File: config.mk
export PLATFORM = sky130hd
export DESIGN_NAME = sign_seg7_decoder
export DESIGN_NICKNAME = d
export VERILOG_FILES = /design/src/rtl/sevseg_pkg.sv /design/src/rtl/seg_slot_latch.sv /design/src/rtl/seg_range_detect.sv /design/src/rtl/seg_glyph.sv /design/src/rtl/sign_seg7_decoder.sv
export SDC_FILE = /design/constraint.sdc
export NUM_CORES = 1
export LEC_CHECK = 0
export BUFFER_PORTS_ARGS = -buffer_cell sky130_fd_sc_hd__buf_2
export CAP_MARGIN = 10
export CORE_MARGIN = 3
export CORE_UTILIZATION = 45
export DETAILED_ROUTE_END_ITERATION = 8
export GPL_TIMING_DRIVEN = 1
export PLACE_DENSITY_LB_ADDON = 0.3
export SLEW_MARGIN = 20
export SYNTH_ARGS = -nofsm -noshare
export SYNTH_HDL_FRONTEND = slang
export SYNTH_HIERARCHICAL = 1
export SYNTH_SLANG_ARGS = --single-unit
File: constraint.sdc
create_clock -name clk -period 5.7 [get_ports clk]
set_clock_uncertainty 0.1 [all_clocks]
set_input_delay 0.855 -clock clk [delete_from_list [all_inputs] [get_ports clk]]
set_output_delay 0.855 -clock clk [all_outputs]
set_load 0.03 [all_outputs]
File: src/rtl/sevseg_pkg.sv
// Package: shared widths, special code values and the decimal glyph table
// for the sign-aware seven-segment decoder. Segment bit 0 is segment a,
// bit 6 is segment g, active-high.
package sevseg_pkg;
    localparam int CODE_W  = 4;
    localparam int SEG_W   = 7;
    localparam int NUM_DIG = 3;
    localparam int DP_W    = 2;

    typedef logic [SEG_W-1:0]  seg_t;
    typedef logic [CODE_W-1:0] code_t;

    localparam code_t CODE_NEG   = 4'hA;
    localparam code_t CODE_POS   = 4'hB;
    localparam code_t CODE_BLANK = 4'hF;

    localparam seg_t SEG_OFF   = 7'h00;
    localparam seg_t SEG_MINUS = 7'h40;
    localparam seg_t SEG_ONLYB = 7'h02;

    // Decimal glyph for codes 0..9; anything else is blank.
    function automatic seg_t decimal_glyph(input code_t c);
        case (c)
            4'd0:    decimal_glyph = 7'h3F;
            4'd1:    decimal_glyph = 7'h06;
            4'd2:    decimal_glyph = 7'h5B;
            4'd3:    decimal_glyph = 7'h4F;
            4'd4:    decimal_glyph = 7'h66;
            4'd5:    decimal_glyph = 7'h6D;
            4'd6:    decimal_glyph = 7'h7D;
            4'd7:    decimal_glyph = 7'h07;
            4'd8:    decimal_glyph = 7'h7F;
            4'd9:    decimal_glyph = 7'h6F;
            default: decimal_glyph = SEG_OFF;
        endcase
    endfunction
endpackage

File: src/rtl/seg_slot_latch.sv
// Module: one digit slot. Captures the shared code bus on a rising edge
// where its active-low strobe is low, holds it otherwise.
// Assumes the strobe is synchronous to clk. Reset loads a blank code.
module seg_slot_latch #(
    parameter int                  W        = 4,
    parameter logic [W-1:0]        RST_CODE = '1
) (
    input  logic         clk,
    input  logic         rst_n,
    input  logic         strobe_n,
    input  logic [W-1:0] code_in,
    output logic [W-1:0] code_q
);
    // Slot register: load on strobe, blank on reset.
    always_ff @(posedge clk) begin
        if (!rst_n)         code_q <= RST_CODE;
        else if (!strobe_n) code_q <= code_in;
    end

    // a low strobe captures the bus code at that edge.
    a_r2_capture: assert property (@(posedge clk) disable iff (!rst_n)
        !strobe_n |=> code_q == $past(code_in));

    // a high strobe leaves the slot untouched.
    a_r4_hold: assert property (@(posedge clk) disable iff (!rst_n)
        strobe_n |=> $stable(code_q));
endmodule

File: src/rtl/seg_range_detect.sv
// Module: overrange detection. A full scan whose three slots all hold the
// negative-marker code flags negative overrange; all positive-marker
// codes flag positive overrange. Purely combinational.
module seg_range_detect
    import sevseg_pkg::*;
#(
    parameter int N = NUM_DIG
) (
    input  code_t slot_code [N],
    output logic  over_neg,
    output logic  over_pos
);
    // Reduce per-slot comparisons to the two overrange flags.
    always_comb begin
        over_neg = 1'b1;
        over_pos = 1'b1;
        for (int i = 0; i < N; i++) begin
            over_neg &= (slot_code[i] == CODE_NEG);
            over_pos &= (slot_code[i] == CODE_POS);
        end
    end
endmodule

File: src/rtl/seg_glyph.sv
// Module: renders one slot code as a segment pattern. IS_LEAD selects the
// leading-digit variant, which can show a minus sign and the reduced
// positive-overrange glyph; other digits blank in those cases.
module seg_glyph
    import sevseg_pkg::*;
#(
    parameter bit IS_LEAD = 1'b0
) (
    input  code_t code,
    input  logic  over_neg,
    input  logic  over_pos,
    output seg_t  seg
);
    // Priority: overrange, then sign marker, then decimal table.
    always_comb begin
        if (over_pos)
            seg = IS_LEAD ? SEG_ONLYB : SEG_OFF;
        else if (over_neg)
            seg = IS_LEAD ? SEG_MINUS : SEG_OFF;
        else if (code == CODE_NEG)
            seg = IS_LEAD ? SEG_MINUS : SEG_OFF;
        else
            seg = decimal_glyph(code);
    end
endmodule

File: src/rtl/sign_seg7_decoder.sv
// Module: top of the sign-aware seven-segment decoder. Three slot latches
// capture the multiplexed code bus under active-low strobes; a detector
// finds overrange scans; per-digit glyph logic renders the slots. Decimal
// point enables are registered from the select. Assumes all inputs are
// synchronous to clk; reset is synchronous active-low.
module sign_seg7_decoder
    import sevseg_pkg::*;
(
    input  logic              clk,
    input  logic              rst_n,
    input  logic [CODE_W-1:0] bcd_code,
    input  logic [NUM_DIG-1:0] dig_strobe_n,
    input  logic              dp_sel,
    output logic [SEG_W-1:0]  seg_msd,
    output logic [SEG_W-1:0]  seg_nsd,
    output logic [SEG_W-1:0]  seg_lsd,
    output logic [DP_W-1:0]   dp_en
);
    localparam int LEAD = NUM_DIG - 1;

    code_t slot_code [NUM_DIG];
    seg_t  slot_seg  [NUM_DIG];
    logic  over_neg, over_pos;

    // One latch and one glyph renderer per digit slot.
    for (genvar i = 0; i < NUM_DIG; i++) begin : g_slot
        seg_slot_latch #(.W(CODE_W), .RST_CODE(CODE_BLANK)) u_latch (
            .clk     (clk),
            .rst_n   (rst_n),
            .strobe_n(dig_strobe_n[i]),
            .code_in (bcd_code),
            .code_q  (slot_code[i])
        );
        seg_glyph #(.IS_LEAD(i == LEAD)) u_glyph (
            .code    (slot_code[i]),
            .over_neg(over_neg),
            .over_pos(over_pos),
            .seg     (slot_seg[i])
        );
    end

    seg_range_detect #(.N(NUM_DIG)) u_range (
        .slot_code(slot_code),
        .over_neg (over_neg),
        .over_pos (over_pos)
    );

    // Map slots to the named digit outputs.
    always_comb begin
        seg_msd = slot_seg[2];
        seg_nsd = slot_seg[1];
        seg_lsd = slot_seg[0];
    end

    // Decimal-point enable register, one-hot after reset.
    always_ff @(posedge clk) begin
        if (!rst_n) dp_en <= '0;
        else        dp_en <= dp_sel ? 2'b10 : 2'b01;
    end

    // negative overrange shows minus on the lead, blanks the rest.
    a_r7_neg_over: assert property (@(posedge clk) disable iff (!rst_n)
        over_neg |-> (seg_msd == SEG_MINUS && seg_nsd == SEG_OFF && seg_lsd == SEG_OFF));

    // positive overrange lights only segment b of the lead digit.
    a_r8_pos_over: assert property (@(posedge clk) disable iff (!rst_n)
        over_pos |-> (seg_msd == SEG_ONLYB && seg_nsd == SEG_OFF && seg_lsd == SEG_OFF));

    // select high lights the second point one edge later.
    a_r9_dp_next: assert property (@(posedge clk) disable iff (!rst_n)
        dp_sel |=> dp_en == 2'b10);

    // select low lights the first point one edge later.
    a_r9_dp_lead: assert property (@(posedge clk) disable iff (!rst_n)
        !dp_sel |=> dp_en == 2'b01);
endmodule

Word level (Yosys, flattened, before mapping)
Memories as Yosys holds them, arrays and structs flattened. A register that Yosys moved wholly into a read port is not among the register bits.
Index checks and enable logic that the tools add are counted.

cells by class
  add/subtract/negate cells = 0
  $mul = 0
  divide/modulo/power cells = 0
  magnitude comparators = 0
  eq/ne operators = 6
  shifts and indexed selects = 0
  mux-type cells = 16
  bitwise logic cells = 4
  reduce and logical (&&, ||, !) cells = 0

operators with widths
  cell                                        count
  7-bit two-way mux                           9
  4-bit equality test, second input constant  6
  4-bit two-way mux                           6
  1-bit bitwise AND                           4
  2-bit two-way mux                           1

storage, ports and cells
  register bits after elaboration = 14
  bits in latches = 0
  bits in writable memories = 0
  memory bits (read-only) = 336
  input bits = 10
  logic and storage cells = 33
  memories kept = 3

memory list
  name              words  bits a word  read ports  clocked after Yosys merged registers in  wr ports  line              RTL
  (name not given)  16     7            1           1                                        0         sevseg_pkg.sv:23  case (c)
  (name not given)  16     7            1           1                                        0         sevseg_pkg.sv:23
  (name not given)  16     7            1           1                                        0         sevseg_pkg.sv:23

Logic depth before layout (Yosys ltp)
Gate-level depths: netlist (run 1).

  word-level depth = 5
  mapped depth = 5
  depth with buffers taken out = 5

Modules after synthesis
The synthesis (run 1) kept the hierarchy.

by module, submodules not included
  module                         instances  cells each  area each (um2)  sequential area each (um2)
  seg_slot_latch                 3          13          140.1            80.1
  seg_glyph (g_slot[2].u_glyph)  1          39          276.5            0.0
  seg_glyph (g_slot[1].u_glyph)  1          33          237.7            0.0
  seg_glyph (g_slot[0].u_glyph)  1          34          230.2            0.0
  sign_seg7_decoder              1          4           56.3             40.0
  seg_range_detect               1          7           53.8             0.0

Worst setup path after synthesis (run 1)
No wires, ideal clock.

  path type = reg2out
  start point = register g_slot[2].u_latch.code_q[1]
  end point = output port seg_lsd[0]
  data arrival time = 1.902 ns
  required time = 4.745 ns
  setup slack = 2.843 ns
  stages on the path, launching flop included = 6
  path buffers = 0
  cells stage by stage = dfxtp_1 -> nand4b_1 -> nor4_1 -> nor2_2 -> nand2_1 -> o21ai_0

on the way
  elaborated cells on any way between the ends = 6

RTL lines
  element                 line                     RTL
  from (decl)             seg_slot_latch.sv:12     output logic [W-1:0] code_q
  from (signal assigned)  seg_slot_latch.sv:17     else if (!strobe_n) code_q <= code_in;
  4-bit equality test     seg_range_detect.sv:19   over_pos &= (slot_code[i] == CODE_POS);
  1-bit bitwise AND       seg_range_detect.sv:19
  named net over_pos      sign_seg7_decoder.sv:23  logic over_neg, over_pos;
  7-bit two-way mux       seg_glyph.sv:16          if (over_pos)
  to (decl)               sign_seg7_decoder.sv:16  output logic [SEG_W-1:0] seg_lsd,

The timed path passes the listed nets, and every way through them passes these cells.

Worst setup path after layout (run 1)
  start point = register g_slot[2].u_latch.code_q[3]
  end point = output port seg_nsd[5]

on the way
  elaborated cells on any way between the ends = 6

RTL lines
  element              line                     RTL
  4-bit equality test  seg_range_detect.sv:19
  1-bit bitwise AND    seg_range_detect.sv:19
  named net over_pos   sign_seg7_decoder.sv:23
  7-bit two-way mux    seg_glyph.sv:16
  to (decl)            sign_seg7_decoder.sv:15  output logic [SEG_W-1:0] seg_nsd,

The timed path passes the listed nets, and every way through them passes these cells.

==> flow_metrics.env, run 1 <==
export IMPL_port_buffers=32
export IMPL_synthTopCellsByArea="dfxtp_1 (22%), ha_1 (18%), mux2i_1 (11%)"
export IMPL_cpMaxStageDelayCell="nor4_1"
export IMPL_die_w_um=59.2
export IMPL_fillers=237
export IMPL_endpoint_kind="output port"
export IMPL_ys_seq_area_share_pct=22.0
export IMPL_gp_congestion=0.839
export IMPL_relSlewSlack_pct=28.3
export IMPL_synthesis_area_um2=1270
export IMPL_via_per_inst=5.42
export IMPL_netSwitchingPower_mw=0.0983
export IMPL_multi_input_area_um2=905
export IMPL_seqPwrFrac_pct=42.3
export IMPL_fin_crit_sh_pct=62.4
export IMPL_intPower_mw=0.175
export IMPL_hold_path_class="flop to flop"
export IMPL_setup_tns_ns=0
export IMPL_clk_pin_slew_ns=0.08
export IMPL_cpPeakStageDelay_ns=0.90
export IMPL_track_usage_pct=17.0
export IMPL_cts_sinks=14
export IMPL_cts_tree="done"
export IMPL_crit_start="g_slot[2].u_latch/code_q[3]"
export IMPL_peakVddDrop_mv=0.206
export IMPL_seq_area_um2=280
export IMPL_hold_buffers=0
export IMPL_grt_pass1_wl_mm=4.73
export IMPL_synth_top_cell_area_share_pct=22.0
export IMPL_setup_viol=0
export IMPL_crit_arrival_ns=2.60
export IMPL_nets=216
export IMPL_crit_buf_inv=1
export IMPL_timing_rr_start="g_slot[2].u_latch/code_q[2]"
export IMPL_wl_per_cell_um=12.8
export IMPL_yosysTopAreaCell="dfxtp_1"
export IMPL_cts_buffers=3
export IMPL_syn_avg_cell_area_um2=8.17
export IMPL_first_pass_iters=4
export IMPL_ys_ff_latch=14
export IMPL_area_delta_synth_final_pct=15.7
export IMPL_cap_violations=0
export IMPL_hold_violations=0
export IMPL_synth_fp_nets=184
export IMPL_n_antenna_cell=0
export IMPL_start_kind="flop"
export IMPL_htree_num_levels=1
export IMPL_final_max_slew_viol_count=0
export IMPL_routed_via_count=1177
export IMPL_cp_required_ns=4.74
export IMPL_row_count=18
export IMPL_cp_max_fo=10
export IMPL_async_flop_share_pct=0
export IMPL_cts_setup_buffers=0
export IMPL_die_h_um=59.2
export IMPL_max_freq_ghz=0.281
export IMPL_criticalPathCategory="flop to output port"
export IMPL_grt_max_degree=15
export IMPL_antenna_found_initial=0
export IMPL_power_leakage_nw=0.818
export IMPL_switching_share_pct=36.0
export IMPL_insertion_delay_ns=0.28
export IMPL_hpwl_mm=2.22
export IMPL_yosysWarnings=6
export IMPL_status="finished clean"
export IMPL_rsz0062_at_grt="no"
export IMPL_fin_hold_ws_ns=0.530
export IMPL_ys_flop_type="dfxtp_1"
export IMPL_drt_iter0_drc=32
export IMPL_clock_path_buffers=2
export IMPL_start_util_pct=49.2
export IMPL_io_pins=33
export IMPL_utilization_pct=57.0
export IMPL_worst_slew_pin_slew_ns=1.07
export IMPL_comb_power_share_pct=31.9
export IMPL_grt_overflow=0
export IMPL_grt_pass1_vias=1118
export IMPL_layout_drive_gt1_share_pct=26.2
export IMPL_syn_inst=156
export IMPL_clockRootBuffer="clkbuf_4"
export IMPL_cts_resized=0
export IMPL_dieArea_um2=3510
export IMPL_drc=0
export IMPL_design_core_area_um2=2590
export IMPL_period_needed_ns=3.56
export IMPL_clock_power_share_pct=25.9
export IMPL_power_density_nw_per_um2=185
export IMPL_synth_edf_count=0
export IMPL_synth_distinct_cells=39
export IMPL_wirelength_mm=2.78
export IMPL_reg2reg_slack_ns=4.74
export IMPL_path_delay_family="simple AND/OR/NAND/NOR gates"
export IMPL_path_cells="nand4bb_1 -> nor4_1 -> nor2_1 -> nand2_1 -> o21ai_1 -> buf_2"
export IMPL_holdCritStartpoint="g_slot[0].u_latch/code_q[0]"
export IMPL_antenna_left=0
## power by group through the flow
stage          Sequential, mW  Clock, mW  Combinational [mW]
2_1_floorplan           0.115          0              0.0667
5_1_grt                 0.117     0.0782              0.0961
3_3_place_gp            0.117          0              0.0844
4_1_cts                 0.115     0.0727              0.0875
6_report                0.115     0.0707              0.0871
3_5_place_dp            0.118          0              0.0871
## tightest hold or removal path, delay by kind of cell (launching register included)
kind / cells / cell delay, ns
DFF: 1 / 0.43
muxes: 1 / 0.11
and+or+nand+nor: 1 / 0.06
## cell families (layout without fill, tap and decap cells)
kind of cell | Yosys count | count (layout) | synth area share [%]
compound gates | 41 | 41 | 19.3
xor+xnor | 1 | 1 | 0.687
buf+inv | 20 | 51 | 7.07
simple gates | 48 | 48 | 22.3
mux | 14 | 14 | 11.0
flops | 14 | 14 | 22.0
fa+ha+maj | 18 | 18 | 17.7
## path summary, 6_finish.rpt
path                                                     to  cells after the start
worst max-delay path                             seg_nsd[5]                      6
worst min-delay path            g_slot[0].u_latch/code_q[0]                      2
worst max register to register  g_slot[2].u_latch/code_q[2]                      2
worst min register to register  g_slot[0].u_latch/code_q[0]                      2
## cell usage after synthesis, types with 2 or more instances
| cell type | instances |
|---|---|
| and3_1 | 2 |
| nor4b_2 | 2 |
| mux2i_1 | 14 |
| ha_1 | 18 |
| dfxtp_1 | 14 |
| nor2b_1 | 2 |
| nand2_1 | 17 |
| clkbuf_2 | 3 |
| o21ai_1 | 4 |
| a21oi_1 | 14 |
| o21a_1 | 4 |
| o21ai_0 | 14 |
| nor2_1 | 9 |
| inv_1 | 14 |
## placed cells by master, fill, tap and decap left out, types with 2 or more instances in the layout
master	synthesis	layout
buf_2	0	32
ha_1	18	18
nand2_1	17	17
dfxtp_1	14	14
inv_1	14	14
a21oi_1	14	14
o21ai_0	14	14
mux2i_1	14	14
nor2_1	9	9
o21ai_1	4	4
o21a_1	4	4
clkbuf_4	0	3
nor4b_2	2	2
nor2b_1	2	2
and3_1	2	2
## area by class of cell
cell class | instances | share of cell area (%)
tap | 30 | 2.54
clock buffer | 4 | 2.46
inverter | 15 | 3.82
multi-input combinational | 122 | 61.3
timing repair buffer | 32 | 10.9
sequential | 14 | 19.0
## per-layer routing
layer / global-route usage [%] / vias up / wire [um]
li1: - / 602 / -
met1: 22.6 / 535 / 1300
met2: 28.2 / 40 / 1320
met3: 4.79 / 0 / 152
met4: 1.94 / 0 / 0
met5: 0 / - / 0
## flip-flops by register name, summed over array words and instances, names as in the netlist
name,count
g_slot.u_latch/code_q,12
dp_en,2
## metrics by stage
step	std cells	instance area, um2	setup slack (ns)	total power, mW
2_1_floorplan	156	1270	2.84	0.181
3_3_place_gp	213	1440	2.58	0.201
3_5_place_dp	213	1440	2.53	0.205
4_1_cts	217	1480	2.21	0.275
5_1_grt	217	1480	1.95	0.291
6_report	217	1480	2.14	0.273
Note: power is estimated with default switching activity, not from simulation.
==> run 2: changes to the inputs <==
Clock period 5.7 ns to 2.9 ns, I/O delays scaled along.
==> run 2 against run 1 <==
Compared with the run above:
- total power rose by 87%
- via count rose by 0.42%
- first-iteration DRC count rose by 9.4%
- die area did not move
- register-to-register slack got worse by 2.8 ns
- largest power group unchanged
- hold slack got worse by 0.26 ns
- cell count did not move
- worst setup slack got worse by 2.0 ns
- count of clock-buffer cells in the layout fell by 1
- non-clock buffer count rose by 1
==> flow_metrics.env, run 2 (synthesis results as in run 1) <==
export IMPL_track_usage_pct=18.0
export IMPL_power_density_nw_per_um2=345
export IMPL_clockRootBuffer="clkbuf_4"
export IMPL_drc=0
export IMPL_insertion_delay_ns=0.28
export IMPL_hold_buffers=0
export IMPL_mostFrequentLayoutCells="buf_2 (32), ha_1 (18), nand2_1 (17)"
export IMPL_io_pins=33
export IMPL_grt_max_degree=15
export IMPL_drt_iter0_drc=35
export IMPL_htree_num_levels=1
export IMPL_criticalPathCategory="flop to output port"
export IMPL_status="finished clean"
export IMPL_die_h_um=59.2
export IMPL_cts_resized=0
export IMPL_cp_required_ns=2.37
export IMPL_hpwl_mm=2.27
export IMPL_cp_max_fo=14
export IMPL_wirelength_mm=2.88
export IMPL_fin_crit_sh_pct=94.0
export IMPL_gp_congestion=0.810
export IMPL_setup_viol=0
export IMPL_relSlewSlack_pct=68.8
export IMPL_crit_start="g_slot[2].u_latch/code_q[2]"
export IMPL_largest_reg_flops=12
export IMPL_cts_buffers=3
export IMPL_cts_tree="done"
export IMPL_grt_use_met2_pct=29.3
export IMPL_die_w_um=59.2
export IMPL_grt_overflow=0
export IMPL_hold_path_class="primary input to flop"
export IMPL_dpl_cell_area_um2=1450
export IMPL_timing_rr_start="g_slot[2].u_latch/code_q[2]"
export IMPL_met3_usage_pct=2.61
export IMPL_wl_per_cell_um=13.3
export IMPL_layout_commonest_cell="buf_2"
export IMPL_endpoint_kind="output port"
export IMPL_holdCritStartpoint="dp_sel"
export IMPL_cts_setup_buffers=0
export IMPL_reg_largest_list="g_slot.u_latch/code_q (12), dp_en (2)"
export IMPL_max_freq_ghz=0.367
export IMPL_nets=217
export IMPL_top_register="g_slot.u_latch/code_q"
export IMPL_dieArea_um2=3510
export IMPL_worst_slew_pin_slew_ns=0.467
export IMPL_clock_path_buffers=2
export IMPL_grt_busiest_layer="met2"
export IMPL_cts_sinks=14
export IMPL_start_kind="flop"
export IMPL_final_max_slew_viol_count=0
export IMPL_rsz0062_at_grt="no"
export IMPL_design_core_area_um2=2590
export IMPL_use_met1_pct=23.7
export IMPL_layout_drive_gt1_share_pct=26.7
export IMPL_clk_pin_slew_ns=0.08
export IMPL_routed_via_count=1182
export IMPL_n_antenna_cell=0
export IMPL_first_pass_iters=4
export IMPL_antenna_found_initial=0
export IMPL_period_needed_ns=2.73
export IMPL_crit_arrival_ns=2.19
export IMPL_hold_violations=0
export IMPL_via_per_inst=5.45
export IMPL_port_buffers=32
export IMPL_power_leakage_nw=0.819
export IMPL_design_area_um2=1480
export IMPL_grt_pass1_vias=1132
export IMPL_cap_violations=0
export IMPL_antenna_left=0
export IMPL_area_delta_synth_final_pct=16.4
export IMPL_peakVddDrop_mv=0.238
export IMPL_pre_cts_ws_ns=0.507
export IMPL_start_util_pct=49.2
export IMPL_row_count=18
export IMPL_timing_final_ws_setup_ns=0.174
export IMPL_grt_pass1_wl_mm=4.89
export IMPL_setup_tns_ns=0
==> run 2: cell types whose count changed in the layout (fill, tap and decap cells not counted), sizes merged <==
cell    before  now
buf         32   33
clkbuf       4    3
==> run 2: power by group <==
| group | internal (mW) | switching, mW | leakage [nW] |
|---|---|---|---|
| Sequential | 0.204 | 0.0242 | 0.116 |
| Combinational | 0.0640 | 0.109 | 0.689 |
| Clock | 0.0483 | 0.0634 | 0.0138 |
==> run 2: final timing paths <==
kind | endpoint | slack (ns) | cells past startpoint
max | seg_nsd[0] | 0.17 | 6
max reg2reg | g_slot[2].u_latch/code_q[2] | 1.90 | 2
min | dp_en[1] | 0.27 | 2
min reg2reg | g_slot[1].u_latch/code_q[0] | 0.52 | 2
==> run 2: routing by layer <==
metal / vias to the layer above / wire [um] / share of wire (%)
met5: - / 0 / 0
met4: 0 / 53 / 1.8
met3: 7 / 124 / 4.3
met2: 34 / 1360 / 47
met1: 544 / 1350 / 47
li1: 597 / - / -
==> run 2: cell type report <==
cell class              instances  area (um2)
fillers                       223        1110
repair buffers                 33         168
well taps                      30        37.5
clock buffers                   3        22.5
inverters                      15        56.3
multi-input cells             122         920
flip-flops and latches         14         280
==> run 2: worst max-delay path: stages (launching register included) <==
cell       delay (ns)
dfxtp_1          0.61
nand4bb_1        0.29
nor4_4           0.09
or3_4            0.38
a21o_1           0.18
o21ai_2          0.13
buf_2            0.21
==> run 2: through the flow <==
stage	instances	hold WS, ns	power, mW	utilization [%]
after floorplan	156	0.390	0.356	-
after CTS	217	0.267	0.513	56.7
final	217	0.272	0.512	57.3
after detailed placement	214	0.503	0.403	55.8
after global routing	217	0.268	0.545	57.3
after global placement	214	0.492	0.395	55.8
